**src/rtl/rsv_pkg.sv**
```systemverilog
package rsv_pkg;
    typedef enum logic [2:0] {
        ST_IDLE      = 3'd0,
        ST_ADDR      = 3'd1,
        ST_ADDR_VOID = 3'd2,
        ST_DATA      = 3'd3,
        ST_HELD      = 3'd4,
        ST_DRAIN     = 3'd5
    } rsv_state_e;

    typedef enum logic [1:0] {
        TT_NONE        = 2'b00,
        TT_READ        = 2'b01,
        TT_READ_ATOMIC = 2'b10
    } bus_tt_e;

    localparam logic [1:0] SNP_WFLUSH        = 2'b10;
    localparam logic [1:0] SNP_WFLUSH_ATOMIC = 2'b11;

    typedef struct packed {
        logic legal;
        logic noncache;
    } attr_class_t;
endpackage

```
**src/rtl/rsv_attr_decode.sv**
```systemverilog
module rsv_attr_decode
    import rsv_pkg::*;
(
    input  logic [2:0]  attr,
    output attr_class_t cls
);
    always_comb begin
        cls = '0;
        unique case (attr)
            3'b011, 3'b111: begin
                cls.legal    = 1'b1;
                cls.noncache = 1'b1;
            end
            3'b001, 3'b101: begin
                cls.legal    = 1'b1;
                cls.noncache = 1'b0;
            end
            default: cls = '0;
        endcase
    end
endmodule

```
**src/rtl/rsv_granule_cmp.sv**
```systemverilog
module rsv_granule_cmp #(
    parameter int ADDR_W   = 32,
    parameter int GRAN_LSB = 5
) (
    input  logic [ADDR_W-1:0] ref_addr,
    input  logic [ADDR_W-1:0] probe_addr,
    output logic              hit
);
    localparam logic [ADDR_W-1:0] GMASK =
        {{(ADDR_W-GRAN_LSB){1'b1}}, {GRAN_LSB{1'b0}}};

    always_comb begin
        hit = (((ref_addr ^ probe_addr) & GMASK) == '0);
    end
endmodule

```
**src/rtl/rsv_fsm.sv**
```systemverilog
module rsv_fsm
    import rsv_pkg::*;
(
    input  logic       clk,
    input  logic       rst,
    input  logic       ctx,
    input  logic       lr_go,
    input  logic       sc_go,
    input  logic       ack,
    input  logic       done,
    input  logic       kill_hit,
    input  logic       sc_hit,
    output rsv_state_e st,
    output logic       capture,
    output logic       sc_done_q,
    output logic       sc_pass_q
);
    rsv_state_e nxt;
    logic       live;
    logic       kill;
    logic       pass;

    // state register
    always_ff @(posedge clk) begin
        if (rst) st <= ST_IDLE;
        else     st <= nxt;
    end

    // transitions
    always_comb begin
        nxt     = st;
        capture = 1'b0;
        live    = (st == ST_DATA) || (st == ST_HELD);
        kill    = kill_hit && live;
        pass    = sc_go && live && sc_hit && !kill && !ctx;
        unique case (st)
            ST_IDLE: begin
                if (lr_go) begin
                    nxt     = ST_ADDR;       // issue
                    capture = 1'b1;
                end
            end
            ST_ADDR: begin
                if (ctx)      nxt = ack ? ST_DRAIN : ST_ADDR_VOID; // void / late-arm
                else if (ack) nxt = ST_DATA;                       // arm
            end
            ST_ADDR_VOID: begin
                if (ack) nxt = ST_DRAIN;                           // late-arm
            end
            ST_DATA: begin
                if (ctx || kill || sc_go) nxt = done ? ST_IDLE : ST_DRAIN; // lose
                else if (done)            nxt = ST_HELD;                  // fill
            end
            ST_HELD: begin
                if (lr_go) begin
                    nxt     = ST_ADDR;                                    // issue
                    capture = 1'b1;
                end else if (ctx || kill || sc_go) begin
                    nxt = ST_IDLE;                                        // lose
                end
            end
            ST_DRAIN: begin
                if (done) nxt = ST_IDLE;                                  // drain
            end
            default: nxt = ST_IDLE;
        endcase
    end

    // outputs
    always_ff @(posedge clk) begin
        if (rst) begin
            sc_done_q <= 1'b0;
            sc_pass_q <= 1'b0;
        end else begin
            sc_done_q <= sc_go;
            sc_pass_q <= pass;
        end
    end
endmodule

```
**src/rtl/rsv_tracker.sv**
```systemverilog
module rsv_tracker
    import rsv_pkg::*;
#(
    parameter int ADDR_W   = 32,
    parameter int GRAN_LSB = 5
) (
    input  logic              clk,
    input  logic              rst,
    input  logic              ctx_clear,
    input  logic              req_valid,
    input  logic              req_is_sc,
    input  logic [ADDR_W-1:0] req_addr,
    input  logic [2:0]        req_attr,
    output logic              bus_req,
    output logic [1:0]        bus_ttype,
    output logic [ADDR_W-1:0] bus_addr,
    input  logic              bus_addr_ack,
    input  logic              bus_data_done,
    input  logic              snp_valid,
    input  logic [1:0]        snp_kind,
    input  logic [ADDR_W-1:0] snp_addr,
    output logic              rsrv_held,
    output logic              sc_done,
    output logic              sc_pass
);
    localparam int NCMP = 2;   // 0: snoop probe, 1: store-conditional probe

    attr_class_t       cls;
    rsv_state_e        st;
    logic              capture;
    logic              lr_go;
    logic              sc_go;
    logic              snp_write;
    logic [ADDR_W-1:0] res_addr;
    logic              res_nc;
    logic [ADDR_W-1:0] probe [NCMP];
    logic [NCMP-1:0]   hit;

    rsv_attr_decode u_dec (
        .attr (req_attr),
        .cls  (cls)
    );

    always_comb begin
        lr_go     = req_valid && !req_is_sc && cls.legal;
        sc_go     = req_valid && req_is_sc;
        snp_write = snp_valid &&
                    ((snp_kind == SNP_WFLUSH) || (snp_kind == SNP_WFLUSH_ATOMIC));
        probe[0]  = snp_addr;
        probe[1]  = req_addr;
    end

    for (genvar gi = 0; gi < NCMP; gi++) begin : g_cmp
        rsv_granule_cmp #(
            .ADDR_W   (ADDR_W),
            .GRAN_LSB (GRAN_LSB)
        ) u_cmp (
            .ref_addr   (res_addr),
            .probe_addr (probe[gi]),
            .hit        (hit[gi])
        );
    end

    rsv_fsm u_fsm (
        .clk       (clk),
        .rst       (rst),
        .ctx       (ctx_clear),
        .lr_go     (lr_go),
        .sc_go     (sc_go),
        .ack       (bus_addr_ack),
        .done      (bus_data_done),
        .kill_hit  (snp_write && hit[0]),
        .sc_hit    (hit[1]),
        .st        (st),
        .capture   (capture),
        .sc_done_q (sc_done),
        .sc_pass_q (sc_pass)
    );

    // reservation register
    always_ff @(posedge clk) begin
        if (rst) begin
            res_addr <= '0;
            res_nc   <= 1'b0;
        end else if (capture) begin
            res_addr <= req_addr;
            res_nc   <= cls.noncache;
        end
    end

    always_comb begin
        bus_req   = (st == ST_ADDR) || (st == ST_ADDR_VOID);
        bus_ttype = !bus_req ? TT_NONE : (res_nc ? TT_READ_ATOMIC : TT_READ);
        bus_addr  = res_addr;
        rsrv_held = (st == ST_DATA) || (st == ST_HELD);
    end
endmodule

```
**config.mk**
```make
export PLATFORM = sky130hd
export DESIGN_NAME = rsv_tracker
export DESIGN_NICKNAME = d
export VERILOG_FILES = /design/src/rtl/rsv_pkg.sv /design/src/rtl/rsv_attr_decode.sv /design/src/rtl/rsv_granule_cmp.sv /design/src/rtl/rsv_fsm.sv /design/src/rtl/rsv_tracker.sv
export SDC_FILE = /design/constraint.sdc
export NUM_CORES = 1
export LEC_CHECK = 0
export BUFFER_PORTS_ARGS = -buffer_cell sky130_fd_sc_hd__buf_4
export CORE_UTILIZATION = 45
export DETAILED_ROUTE_END_ITERATION = 7
export PLACE_DENSITY_LB_ADDON = 0.1
export REMOVE_ABC_BUFFERS = 1
export SYNTH_ARGS = -nofsm -noshare
export SYNTH_HDL_FRONTEND = slang
export SYNTH_SLANG_ARGS = --single-unit
export TNS_END_PERCENT = 20
```
**constraint.sdc**
```tcl
create_clock -name clk -period 2.1 [get_ports clk]
set_input_delay 0.525 -clock clk [delete_from_list [all_inputs] [get_ports clk]]
set_output_delay 0.525 -clock clk [all_outputs]
set_load 0.005 [all_outputs]
```
==> metrics.txt, run 1 <==
post-route ant nets=0; die width=70.8 um; Min-Delay Path Class=input pin to flop; average cell area after synthesis=7.77 sq um; shortest period the worst path allows=2050 ps; power per cell area=701 nW/um^2; CTS tree=done; area of the multi-input gates=1340 sq um; CTS Sinks=38; PortBufs=107; total power=2230 uW; worst-margin pin slew=428 ps; Max VDD drop=430 uV; Seq. cell area=763 sq um; Peak Freq=0.489 GHz; Comb pwr share=26.7%; Pre-Repair DR Iteration Count=6; DR vias=2,242; post-synth cell types=29; net switching power=616 uW; Switching Share=27.7%; Critical Path RT=2340 ps; critical path's largest stage delay=540 ps; I/O Pins=115; Die ar.=5010 sq um; cts hold-fix bufs=0; Fillers=357; final slew viol count=0; post-CTS setup buffer count=0; status=complete, but fails checks; largest net degree at the start of global routing=39; Crit-path slowest cell=or4_1; Setup Crit Path Kind=flop to flop; CTS resizes=0; # DRC=14; FP Rows=24; Fin Setup TNS=0 ps; Clock Tree Buf Depth=2; number of inserted diodes=0; GRT Util Overall=23.5%; Final Wtd Congestion=0.866; power share of the clock group=34.8%; initial drt markers=152; share of cells above drive strength 1=34.1%; Detail Placement HPWL=4330 um; CP Launch Type=flop; Reg-to-Reg Start=bus_addr[24]$_SDFFE_PP0P_; initial antenna violation count=0; H-tree levels=2; cells after synthesis=274; P&R area growth vs syn=49.4%; CP max FO=4; first-pass GRT wire length=9220 um; hold_sp=rst; Flop pwr share=38.6%; Leak=0.00146 uW; Worst Setup SP=bus_addr[24]$_SDFFE_PP0P_; drt wl/cell=13.3 um; Overflow after GRT=0; cell mode on critical path=nor4_2; vias in the first global route=2,035; DR vias/cell=5.14; Core Area=4440 sq um; critical path's top delay family=simple AND/OR/NAND/NOR gates; Die H=70.8 um; Slew HR=71.4%; WP data arrival=2280 ps; Max-Cap Viols=0; Tcrit/Tclk final=97.4%; Int Pwr=1610 uW; Seq/Total Area, Yosys=35.7%; Syn. warnings=0; Nets=460; Final Setup Violations=0; Worst-Skew Late Latency=290 ps; Starting Density=47.9%; final hold violations=0; clk_skew=5.43 ps; WP buf/inv=0; failing checks=DRC; Syn Std Cell Area=2130 sq um; CTS clk-pin slew, worst paths=80 ps; register bit total from synthesis=38; CTS Root Cell=clkbuf_8; drt total wl=5820 um; CP Capture Type=flop; Num CTS Buffers=5; worst path cell trace=xor2_1 > nor4_2 > nand4_1 > or4_1 > nor4_2 > o21a_1
==> layer usage <==
metal | wire length [um] | global-route usage (%)
met1 | 2580 | 29.9
met2 | 2680 | 38.0
met3 | 463 | 7.12
met4 | 91 | 7.78
met5 | 0 | 0
==> area by class of cell <==
class | instances | area share [%]
multi-input combinational | 222 | 42.1
timing repair buffer | 116 | 27.4
sequential | 38 | 24.0
clock buffer | 6 | 2.60
tap | 52 | 2.05
clock inverter | 2 | 1.89
==> synthesized netlist by cell type <==
library cell   n  area, sq um
or4_1          1         7.51
xor2_1        45          394
o21ai_0        1         5.00
nor3_1         2         10.0
o21a_1         3         22.5
clkbuf_1      12         45.0
o32ai_1        1         8.76
nor3b_2        1         12.5
a21oi_1       37          185
and2_1         1         6.26
nand3b_1       2         15.0
mux2i_1        2         20.0
a2bb2oi_1      2         17.5
nand2_1       74          278
o22a_1         1         8.76
nor2b_1        2         12.5
nor2_1         6         22.5
nand2b_1       5         31.3
or3_1          1         6.26
buf_2          2         10.0
nor4b_1        1         8.76
o21bai_1       3         22.5
nand4_1        5         31.3
dfxtp_1       38          761
a2111oi_0      1         8.76
nand3_1        2         10.0
xnor2_1        9         78.8
nor4_1        13         81.3
a211oi_1       1         7.51
==> power by group through the flow <==
stage / registers (uW) / logic [uW] / clock network (uW)
2_1_floorplan: 864 / 285 / 0
3_5_place_dp: 872 / 588 / 0
5_1_grt: 871 / 657 / 813
6_report: 859 / 595 / 774
4_1_cts: 855 / 592 / 788
3_3_place_gp: 872 / 580 / 0
==> stage by stage <==
| step | area [sq um] | hold slack [ps] | utilization, % | setup WS [ps] | cells |
|---|---|---|---|---|---|
| after detailed placement | 3010 | 450 | 67.8 | -218 | 428 |
| after CTS | 3160 | 403 | 71.0 | 23.1 | 436 |
| final | 3180 | 410 | 71.5 | 53.8 | 436 |
| after floorplan | 2070 | 439 | - | -716 | 260 |
| after global routing | 3180 | 400 | 71.5 | -62.9 | 436 |
| after global placement | 3010 | 443 | 67.8 | -160 | 428 |
==> cell families (layout without fill, tap and decap cells) <==
group                     after synthesis  in the layout  synth area share [%]
DFF                                    38             38                  35.7
buffers and inverters                  14            124                  2.59
muxes                                   2              2                 0.941
and+or+nand+nor                       116            116                  25.0
AOI/OAI and AO/OA                      50             50                  13.5
xor gates and xnor gates               54             54                  22.2
==> worst reg2reg max path, stage by stage, from the launching register on <==
cell,delay (ps)
dfxtp_1,360
xor2_1,180
nor4_2,300
nand4_1,130
or4_1,540
nor4_2,320
o21a_1,160
==> final timing paths <==
| path | slack [ps] | depth (start not counted) | endpoint |
|---|---|---|---|
| worst max-delay path | 50 | 6 | u_fsm.sc_pass_q$_SDFF_PP0_ |
| worst min-delay path | 410 | 2 | u_fsm.sc_done_q$_SDFF_PP0_ |
| worst max register to register | 50 | 6 | u_fsm.sc_pass_q$_SDFF_PP0_ |
| worst min register to register | 460 | 2 | bus_addr[3]$_SDFFE_PP0P_ |
==> state kept, by name (all words and copies together), names as in the netlist <==
name	cells
bus_addr	32
res_nc	1
u_fsm.sc_done_q	1
u_fsm.sc_pass_q	1
u_fsm.st	3
==> cell usage in the layout, fill, tap and decap left out, drive strengths merged <==
master   instances
nor2             6
clkbuf           6
or3              1
nor3             2
a2111oi          1
nand4            5
o21bai           3
a21oi           37
o32ai            1
nand3            2
or4              1
nor4b            1
nor4            13
bufinv           2
a2bb2oi          2
xor2            45
nand3b           2
a211oi           1
nor2b            2
o22a             1
nor3b            1
nand2b           5
o21a             3
dfxtp           38
o21ai            1
xnor2            9
buf            116
mux2i            2
nand2           74
and2             1
Power figures use the tool's default switching activity.
==> inputs of run 2 (changes only) <==
CORE_UTILIZATION = 35   (was 45)
==> metrics.txt, run 2 (same netlist as run 1, synthesis figures left out) <==
Worst-Skew Late Latency=290 ps (about the same); CP Launch Type=flop; Max VDD drop=313 uV (-27%); critical path's top delay family=flip-flops; I/O Pins=115 (unchanged); CTS Sinks=38 (unchanged); final hold violations=0 (unchanged); critical path's largest stage delay=560 ps (+20 ps); Core Area=5890 sq um (+32%); Final Wtd Congestion=0.803 (-7.3%); worst-margin pin slew=435 ps (+7.26 ps); post-route ant nets=0 (unchanged); Tcrit/Tclk final=94.2% (-3.2 points); vias in the first global route=1,981 (-2.7%); Detail Placement HPWL=4680 um (+7.9%); GRT Util Overall=19.6% (-3.9 points); total power=2100 uW (-5.8%); DR vias=2,215 (-1.2%); Overflow after GRT=0 (unchanged); Max-Cap Viols=0 (unchanged); CP max FO=12 (+8); Setup Crit Path Kind=flop to output pin; Die ar.=6400 sq um (+28%); number of inserted diodes=0 (unchanged); H-tree levels=2 (unchanged); first-pass GRT wire length=9610 um (+4.3%); # DRC=0 (-14); shortest period the worst path allows=1980 ps (-67.4 ps); CTS tree=done; largest net degree at the start of global routing=39 (unchanged); DR vias/cell=4.80 (-6.6%); power per cell area=651 nW/um^2 (-7.0%); Starting Density=36.2% (-12 points); Num CTS Buffers=5 (unchanged); P&R area growth vs syn=51.4%; Clock Tree Buf Depth=2 (unchanged); WP data arrival=1450 ps (-830 ps); unrepaired setup endpoints after global routing=true; Critical Path RT=1570 ps (-770 ps); PortBufs=107 (unchanged); Slew HR=70.9% (-0.49 points); drt wl/cell=13.4 um (+0.19%); Crit-path slowest cell=dfxtp_1; WP buf/inv=1 (+1); Nets=463 (+0.65%); CP Capture Type=output pin; share of cells above drive strength 1=34.5% (+0.34 points); drt total wl=6160 um (+5.9%); Final Setup Violations=0 (unchanged); die width=80.0 um (+13%); Pre-Repair DR Iteration Count=4 (-2); initial antenna violation count=0 (unchanged); Peak Freq=0.505 GHz (+3.4%); Leak=0.00147 uW (+0.57%); FP Rows=28 (+17%); CTS clk-pin slew, worst paths=70 ps (about the same); Min-Delay Path Class=input pin to flop; CTS resizes=0 (unchanged); CTS Root Cell=clkbuf_8; clk_skew=6.56 ps (+1.13 ps); most common cell after layout, fill and taps aside=buf_4; cts hold-fix bufs=0 (unchanged); Die H=80.0 um (+13%); final slew viol count=0 (unchanged); worst path cell trace=nand2b_1 > a21oi_1 > and2_1 > buf_4; most frequent cells in the layout=buf_4 (118), nand2_1 (74), xor2_1 (45), dfxtp_1 (38), a21oi_1 (37); Hold Slack=445 ps (+34.4 ps); initial drt markers=103 (-32%); number of flip-flops under the largest register name=32 (unchanged); status=complete, no violations; post-CTS setup buffer count=0 (unchanged)
==> run 2: path summary, 6_finish.rpt <==
check / start / endpoint / slack, ps / depth (start not counted)
max: u_fsm.st[1]$_SDFFE_PP0P_ / bus_ttype[1] / 120 / 4
min: rst / u_fsm.sc_done_q$_SDFF_PP0_ / 440 / 2
max reg2reg: bus_addr[8]$_SDFFE_PP0P_ / u_fsm.sc_pass_q$_SDFF_PP0_ / 150 / 6
min reg2reg: bus_addr[1]$_SDFFE_PP0P_ / bus_addr[1]$_SDFFE_PP0P_ / 460 / 2
==> run 2: cell type report <==
class / count / area [sq um]
timing repair buffer: 119 / 906
sequential: 38 / 761
clock buffer: 6 / 82.6
multi-input combinational: 222 / 1350
fill: 607 / 2660
tap: 75 / 93.8
clock inverter: 1 / 30.0
==> run 2: metrics by stage <==
step	instance area (sq um)	worst slack [ps]	std cells	TNS, ps	utilization, %
2_1_floorplan	2070	-716	260	-21850	-
3_3_place_gp	3080	-140	454	-204	52.3
3_5_place_dp	3080	-203	454	-317	52.3
4_1_cts	3190	34.0	461	0	54.2
5_1_grt	3220	-17.4	461	-17.4	54.7
6_report	3220	121	461	0	54.7
==> run 2: report_power, final <==
part | switching, uW | internal, uW | leakage [uW]
clock network | 255 | 380 | 0.0000573
registers | 83.7 | 774 | 0.000308
logic | 269 | 336 | 0.00110
total | 608 | 1490 | 0.00147
==> run 2: routing by layer <==
| metal | up-vias | wire [um] | global-route usage (%) |
|---|---|---|---|
| li1 | 1145 | - | - |
| met1 | 991 | 2740 | 25.6 |
| met2 | 70 | 2910 | 31.4 |
| met3 | 9 | 417 | 4.69 |
| met4 | 0 | 88 | 6.96 |
| met5 | - | 0 | 0 |
==> run 2: worst reg2reg max path: stages, from the launching register on <==
cell and delay (ps):
dfxtp_1 350, xor2_1 180, nor4_2 310, nand4_1 140, or4_1 510, nor4_2 270
o21a_1 140
